<file path="src/rtl/dma_irq_pkg.sv">
package dma_irq_pkg;
  localparam int unsigned REG_AW = 8;
  localparam int unsigned REG_DW = 32;

  localparam logic [REG_AW-1:0] TX_BASE  = 8'h80;
  localparam logic [REG_AW-1:0] RX_BASE  = 8'hA0;
  localparam logic [REG_AW-1:0] ERR_BASE = 8'hB0;
  localparam logic [REG_AW-1:0] VEC_OFS  = 8'h90;
  localparam logic [REG_AW-1:0] EOI_OFS  = 8'h94;

  typedef enum logic [1:0] {
    SLOT_RAW    = 2'd0,
    SLOT_MASKED = 2'd1,
    SLOT_SET    = 2'd2,
    SLOT_CLR    = 2'd3
  } slot_e;

  typedef struct packed {
    logic  hit;
    slot_e slot;
  } grp_dec_t;

  function automatic grp_dec_t grp_decode(input logic [REG_AW-1:0] addr,
                                          input logic [REG_AW-1:0] base);
    grp_dec_t d;
    d.hit  = (addr[REG_AW-1:4] == base[REG_AW-1:4]) && (addr[1:0] == 2'b00);
    d.slot = slot_e'(addr[3:2]);
    return d;
  endfunction
endpackage

</file>
<file path="src/rtl/irq_src_group.sv">
module irq_src_group
  import dma_irq_pkg::*;
#(
  parameter int unsigned WIDTH = 8
) (
  input  logic              clk_i,
  input  logic              rst_ni,
  input  logic [WIDTH-1:0]  src_i,
  input  logic              wr_i,
  input  grp_dec_t          dec_i,
  input  logic [WIDTH-1:0]  wdata_i,
  output logic [WIDTH-1:0]  raw_o,
  output logic [WIDTH-1:0]  mask_o,
  output logic [WIDTH-1:0]  masked_o,
  output logic [REG_DW-1:0] rd_o
);
  logic [WIDTH-1:0] raw_q, mask_q, mask_d;
  logic             set_en, clr_en;

  assign set_en = wr_i && dec_i.hit && (dec_i.slot == SLOT_SET);
  assign clr_en = wr_i && dec_i.hit && (dec_i.slot == SLOT_CLR);

  always_comb begin
    mask_d = mask_q;
    if (set_en) mask_d = mask_q | wdata_i;
    if (clr_en) mask_d = mask_q & ~wdata_i;
  end

  always_ff @(posedge clk_i or negedge rst_ni) begin
    if (!rst_ni) begin
      raw_q  <= '0;
      mask_q <= '0;
    end else begin
      raw_q  <= src_i;
      mask_q <= mask_d;
    end
  end

  assign raw_o    = raw_q;
  assign mask_o   = mask_q;
  assign masked_o = raw_q & mask_q;

  always_comb begin
    rd_o = '0;
    unique case (dec_i.slot)
      SLOT_RAW:    rd_o[WIDTH-1:0] = raw_q;
      SLOT_MASKED: rd_o[WIDTH-1:0] = raw_q & mask_q;
      default:     rd_o[WIDTH-1:0] = mask_q;
    endcase
  end
endmodule

</file>
<file path="src/rtl/irq_arm_ctrl.sv">
module irq_arm_ctrl (
  input  logic clk_i,
  input  logic rst_ni,
  input  logic eoi_i,
  input  logic ack_i,
  input  logic pending_i,
  output logic irq_o
);
  logic armed_q;

  always_ff @(posedge clk_i or negedge rst_ni) begin
    if (!rst_ni)     armed_q <= 1'b1;
    else if (eoi_i)  armed_q <= 1'b1;
    else if (ack_i)  armed_q <= 1'b0;
  end

  assign irq_o = armed_q & pending_i;
endmodule

</file>
<file path="src/rtl/dma_irq_ctrl.sv">
module dma_irq_ctrl
  import dma_irq_pkg::*;
#(
  parameter int unsigned NUM_CH = 8,
  parameter int unsigned ERR_W  = 2
) (
  input  logic              clk_i,
  input  logic              rst_ni,
  input  logic              req_i,
  input  logic              we_i,
  input  logic [REG_AW-1:0] addr_i,
  input  logic [REG_DW-1:0] wdata_i,
  output logic [REG_DW-1:0] rdata_o,
  input  logic [NUM_CH-1:0] tx_src_i,
  input  logic [NUM_CH-1:0] rx_src_i,
  input  logic [ERR_W-1:0]  err_src_i,
  output logic              irq_o
);
  localparam int unsigned NUM_GRP = 3;

  grp_dec_t          tx_dec, rx_dec, err_dec;
  logic              wr_en, rd_en, vec_rd, eoi_wr;
  logic [NUM_CH-1:0] tx_raw, tx_mask, tx_masked, rx_raw, rx_mask, rx_masked;
  logic [ERR_W-1:0]  err_raw, err_mask, err_masked;
  logic [REG_DW-1:0] tx_rd, rx_rd, err_rd, rd_d, rdata_q;
  logic [NUM_GRP-1:0] grp_any;
  logic              any_pending;

  assign wr_en   = req_i && we_i;
  assign rd_en   = req_i && !we_i;
  assign tx_dec  = grp_decode(addr_i, TX_BASE);
  assign rx_dec  = grp_decode(addr_i, RX_BASE);
  assign err_dec = grp_decode(addr_i, ERR_BASE);
  assign vec_rd  = rd_en && (addr_i == VEC_OFS);
  assign eoi_wr  = wr_en && (addr_i == EOI_OFS) && (wdata_i == '0);

  irq_src_group #(.WIDTH(NUM_CH)) u_tx (
    .clk_i, .rst_ni, .src_i(tx_src_i), .wr_i(wr_en), .dec_i(tx_dec),
    .wdata_i(wdata_i[NUM_CH-1:0]), .raw_o(tx_raw), .mask_o(tx_mask),
    .masked_o(tx_masked), .rd_o(tx_rd)
  );

  irq_src_group #(.WIDTH(NUM_CH)) u_rx (
    .clk_i, .rst_ni, .src_i(rx_src_i), .wr_i(wr_en), .dec_i(rx_dec),
    .wdata_i(wdata_i[NUM_CH-1:0]), .raw_o(rx_raw), .mask_o(rx_mask),
    .masked_o(rx_masked), .rd_o(rx_rd)
  );

  irq_src_group #(.WIDTH(ERR_W)) u_err (
    .clk_i, .rst_ni, .src_i(err_src_i), .wr_i(wr_en), .dec_i(err_dec),
    .wdata_i(wdata_i[ERR_W-1:0]), .raw_o(err_raw), .mask_o(err_mask),
    .masked_o(err_masked), .rd_o(err_rd)
  );

  assign grp_any     = {|err_masked, |rx_masked, |tx_masked};
  assign any_pending = |grp_any;

  irq_arm_ctrl u_arm (
    .clk_i, .rst_ni, .eoi_i(eoi_wr), .ack_i(vec_rd),
    .pending_i(any_pending), .irq_o
  );

  always_comb begin
    rd_d = '0;
    if (tx_dec.hit)            rd_d = tx_rd;
    else if (rx_dec.hit)       rd_d = rx_rd;
    else if (err_dec.hit)      rd_d = err_rd;
    else if (addr_i == VEC_OFS) rd_d[NUM_GRP-1:0] = grp_any;
  end

  always_ff @(posedge clk_i or negedge rst_ni) begin
    if (!rst_ni)    rdata_q <= '0;
    else if (rd_en) rdata_q <= rd_d;
  end

  assign rdata_o = rdata_q;
endmodule

</file>
<file path="config.mk">
export PLATFORM = sky130hd
export DESIGN_NAME = dma_irq_ctrl
export DESIGN_NICKNAME = d
export VERILOG_FILES = /design/src/rtl/dma_irq_pkg.sv /design/src/rtl/irq_src_group.sv /design/src/rtl/irq_arm_ctrl.sv /design/src/rtl/dma_irq_ctrl.sv
export SDC_FILE = /design/constraint.sdc
export NUM_CORES = 1
export LEC_CHECK = 0
export BUFFER_PORTS_ARGS = -buffer_cell sky130_fd_sc_hd__buf_2
export CAP_MARGIN = 25
export CORE_AREA = 2 2 107 88
export CTS_CLUSTER_DIAMETER = 40
export CTS_CLUSTER_SIZE = 12
export DETAILED_ROUTE_END_ITERATION = 8
export DIE_AREA = 0 0 109 90
export GPL_TIMING_DRIVEN = 1
export PLACE_DENSITY_LB_ADDON = 0.08
export SYNTH_ARGS = -nofsm -noshare
export SYNTH_HDL_FRONTEND = slang
export SYNTH_HIERARCHICAL = 1
export SYNTH_SLANG_ARGS = --single-unit
</file>
<file path="constraint.sdc">
create_clock -name clk_i -period 1.98 [get_ports clk_i]
set_input_delay 0.198 -clock clk_i [delete_from_list [all_inputs] [get_ports clk_i]]
set_output_delay 0.198 -clock clk_i [all_outputs]
set_load 0.05 [all_outputs]
</file>
==> results.md <==
* Status: finished, violations left
* Failing checks: negative setup slack
* TritonCTS buffer count at 9
* Hold WS at 0.115 ns
* Syn Inst Count at between 400 and 500
* DRT iter0 DRCs at 141
* Seq/Total Area, Yosys at 40.4%
* Final TNS setup at -0.293 ns
* Routability cong. at slightly above 0.8
* Final period util at 115%
* Nature of the critical path startpoint: flip-flop
* Peak supply drop at about 390 uV
* Post-synthesis average cell area at slightly below 10 um2
* Via count at approximately 3,400
* DR pass1 iterations at 4
* Routed WL at between 10,000 and 15,000 um
* Yosys top cell area share at between 30% and 40%
* GR Util All Layers at roughly 22%
* Fin area at around 0.005 mm2
* Placed Area at 0.00459 mm2
* Post-synth EDFFs at 0
* Synth Warn # at 6
* DPL Wire Length at ~7500 um
* Slew Viols, Final at 0
* Number of top-level pins at 95
* Area contributors post-synth: dfrtp_1 40%, buf_4 14%, mux2i_1 7.7%
* Crit. End Element: primary output
* Port Buffers at between 90 and 100
* Antenna cell count at 0
* F_max at approximately 440 MHz
* Worst Setup Path Type: reg2out
* DIE WIDTH at 109 um
* Maxcap violations at 0
* Ys async rst share at 100%
* Number of global-route vias before repair at between 3,000 and 4,000
* Minimum clock period at between 2 and 2.5 ns
* Largest area contributor in the netlist: dfrtp_1
* Drc violations at 0
* Clock-pin slew on the worst setup and hold paths at roughly 0.080 ns
* Mapped Area at approximately 0.0043 mm2
* Worst EP required at roughly 1.8 ns
* Final setup margin at -0.293 ns
* Effective utilization at floorplan at between 40 and 50%
* Clock Skew at 0.0105 ns
* Antenna violations before repair at 0
* CP arrival at ~2.1 ns
* PD cells at about 680 mW/mm2
* Pleak at between 2 and 3 nW
* NumNets Final at 616
* Largest net degree at the start of global routing at 38
* Final count of negative-setup-slack endpoints at 1
* First-pass GRT wire length at 17,000 um
* Grt ovf at 0
* Count of cell types in the netlist at 36
* Max H-tree Level at 3
* Clock buffer depth at 2
* WL/cell at between 15 and 20 um
* Die height at 90 um
* RSZ-0062 raised after global routing: yes
* Clock Latency Late Sink at between 0.3 and 0.4 ns
* # clock sinks at 69
* Dominant synthesized flop cell: dfrtp_1
* Area delta synth->final at 19.7%
* Fin. Hold Viols at 0
* Relative slew slack at around 63%
* Worst-margin pin slew at around 0.55 ns
* FF+latch count, synth at 69
* TritonCTS clock tree: done
* Layout Utilization at between 50 and 60%
* Clock Root Buffer: clkbuf_8
* Post-DRT Antenna Nets at 0
* Worst-path maximum fanout at 2
* Area of the core at 0.00880 mm2
* Die Footprint at 0.00981 mm2
* Layout cells sized above 1 at about 27%
* Row count at 31
* Hold crit path type: in2reg
* Power consumption at approximately 0.0035 W
* Vias/cell at between 5 and 6
==> synthesized netlist by cell type (2+ instances only) <==
master,n
a211oi_1,2
a21oi_1,4
a22o_1,29
a31oi_1,16
a41oi_1,16
and2_1,22
and3_1,2
and3_4,2
buf_2,13
buf_4,81
buf_6,5
clkbuf_1,9
conb_1,3
dfrtp_1,68
inv_1,4
mux2i_1,33
nand2_1,37
nand2b_1,2
nand4_1,5
nor2_1,5
nor2_4,3
nor3_1,3
nor4_1,11
nor4b_1,2
o21ai_0,30
o22a_1,18
o22ai_1,2
==> kinds of logic (layout without fill, tap and decap cells) <==
kind of cell,count (synthesis),after routing,synth area share [%]
mux,33,33,7.72
compound gates,120,120,20.3
other cells,3,78,0.263
flops,69,69,40.4
buf+inv,113,161,18.5
simple gates,98,98,12.7
==> per-layer routing <==
layer,GRT usage [%],part of all wire [%],up-vias,wire length [um]
met5,0,0,-,0
met4,6.30,1.5,0,155
met3,6.60,6.5,14,685
met2,32.3,44,103,4670
met1,32.7,48,1642,5030
li1,-,-,1667,-
==> final cells by class <==
cell class / count / area (um2)
fill: 826 / 3680
tap: 115 / 144
clock inverter: 6 / 111
timing repair buffer: 141 / 913
clock buffer: 10 / 128
multi-input combinational: 329 / 2080
inverter: 4 / 15.0
sequential: 69 / 1730
==> report_power, final <==
part | switching, W | internal [W]
Combinational | 0.000341 | 0.000237
Clock | 0.000574 | 0.000837
Sequential | 0.0000321 | 0.00146
Total | 0.000948 | 0.00254
==> worst max-delay path, cell delays in order, from the launching register on <==
cell,delay [ns]
dfrtp_1,0.39
and2_4,0.17
nor4_4,0.28
nand2_1,0.11
or4_1,0.47
and2_4,0.16
buf_8,0.14
==> repair_timing <==
action / CTS / global route
buffers inserted: 2 / 0
pin swaps: 4 / 2
gates resized for setup: 7 / 5
setup endpoints to repair: 1 / 1
hold endpoints to repair: 36 / 0
hold buffers: 19 / 0
==> worst paths after layout <==
| path | start | end | slack (ns) | cells after the start |
|---|---|---|---|---|
| hold reg to reg | rdata_o[0]$_DFFE_PN0P_ | rdata_o[0]$_DFFE_PN0P_ | 0.49 | 2 |
| setup reg to reg | flip-flop | rdata_o[0]$_DFFE_PN0P_ | 0.46 | 6 |
| setup / recovery | flip-flop | irq_o | -0.29 | 6 |
| max in group asynchronous | rst_ni | u_arm/armed_q$_DFFE_PN1P_ | 1.01 | 3 |
| min in group asynchronous | rst_ni | rdata_o[23]$_DFFE_PN0P_ | 0.33 | 2 |
| hold / removal | wdata_i[5] | flip-flop | 0.11 | 2 |
==> cell usage in the layout (no fill, tap or decap), types with 4 or more instances in the layout <==
| master | netlist | final |
|---|---|---|
| dlygate4sd3_1 | 0 | 19 |
| dfrtp_1 | 68 | 68 |
| a21oi_1 | 4 | 4 |
| and2_1 | 22 | 18 |
| a41oi_1 | 16 | 16 |
| mux2i_1 | 33 | 33 |
| nor4_1 | 11 | 7 |
| buf_2 | 13 | 93 |
| clkbuf_8 | 0 | 9 |
| conb_1 | 3 | 78 |
| inv_1 | 4 | 4 |
| nand2_1 | 37 | 37 |
| buf_4 | 81 | 26 |
| o21ai_0 | 30 | 30 |
| a31oi_1 | 16 | 16 |
| nand4_1 | 5 | 5 |
| nor2_1 | 5 | 5 |
| o22a_1 | 18 | 18 |
| and2_4 | 0 | 4 |
| a22o_1 | 29 | 29 |
==> through the flow <==
stage               worst slack, ns  instances
floorplan                     0.161        511
global placement           -0.00311        636
detailed placement          -0.0149        636
CTS                          -0.308        673
global route                 -0.365        674
finish                       -0.293        674
Note: power is estimated with default switching activity, not from simulation.
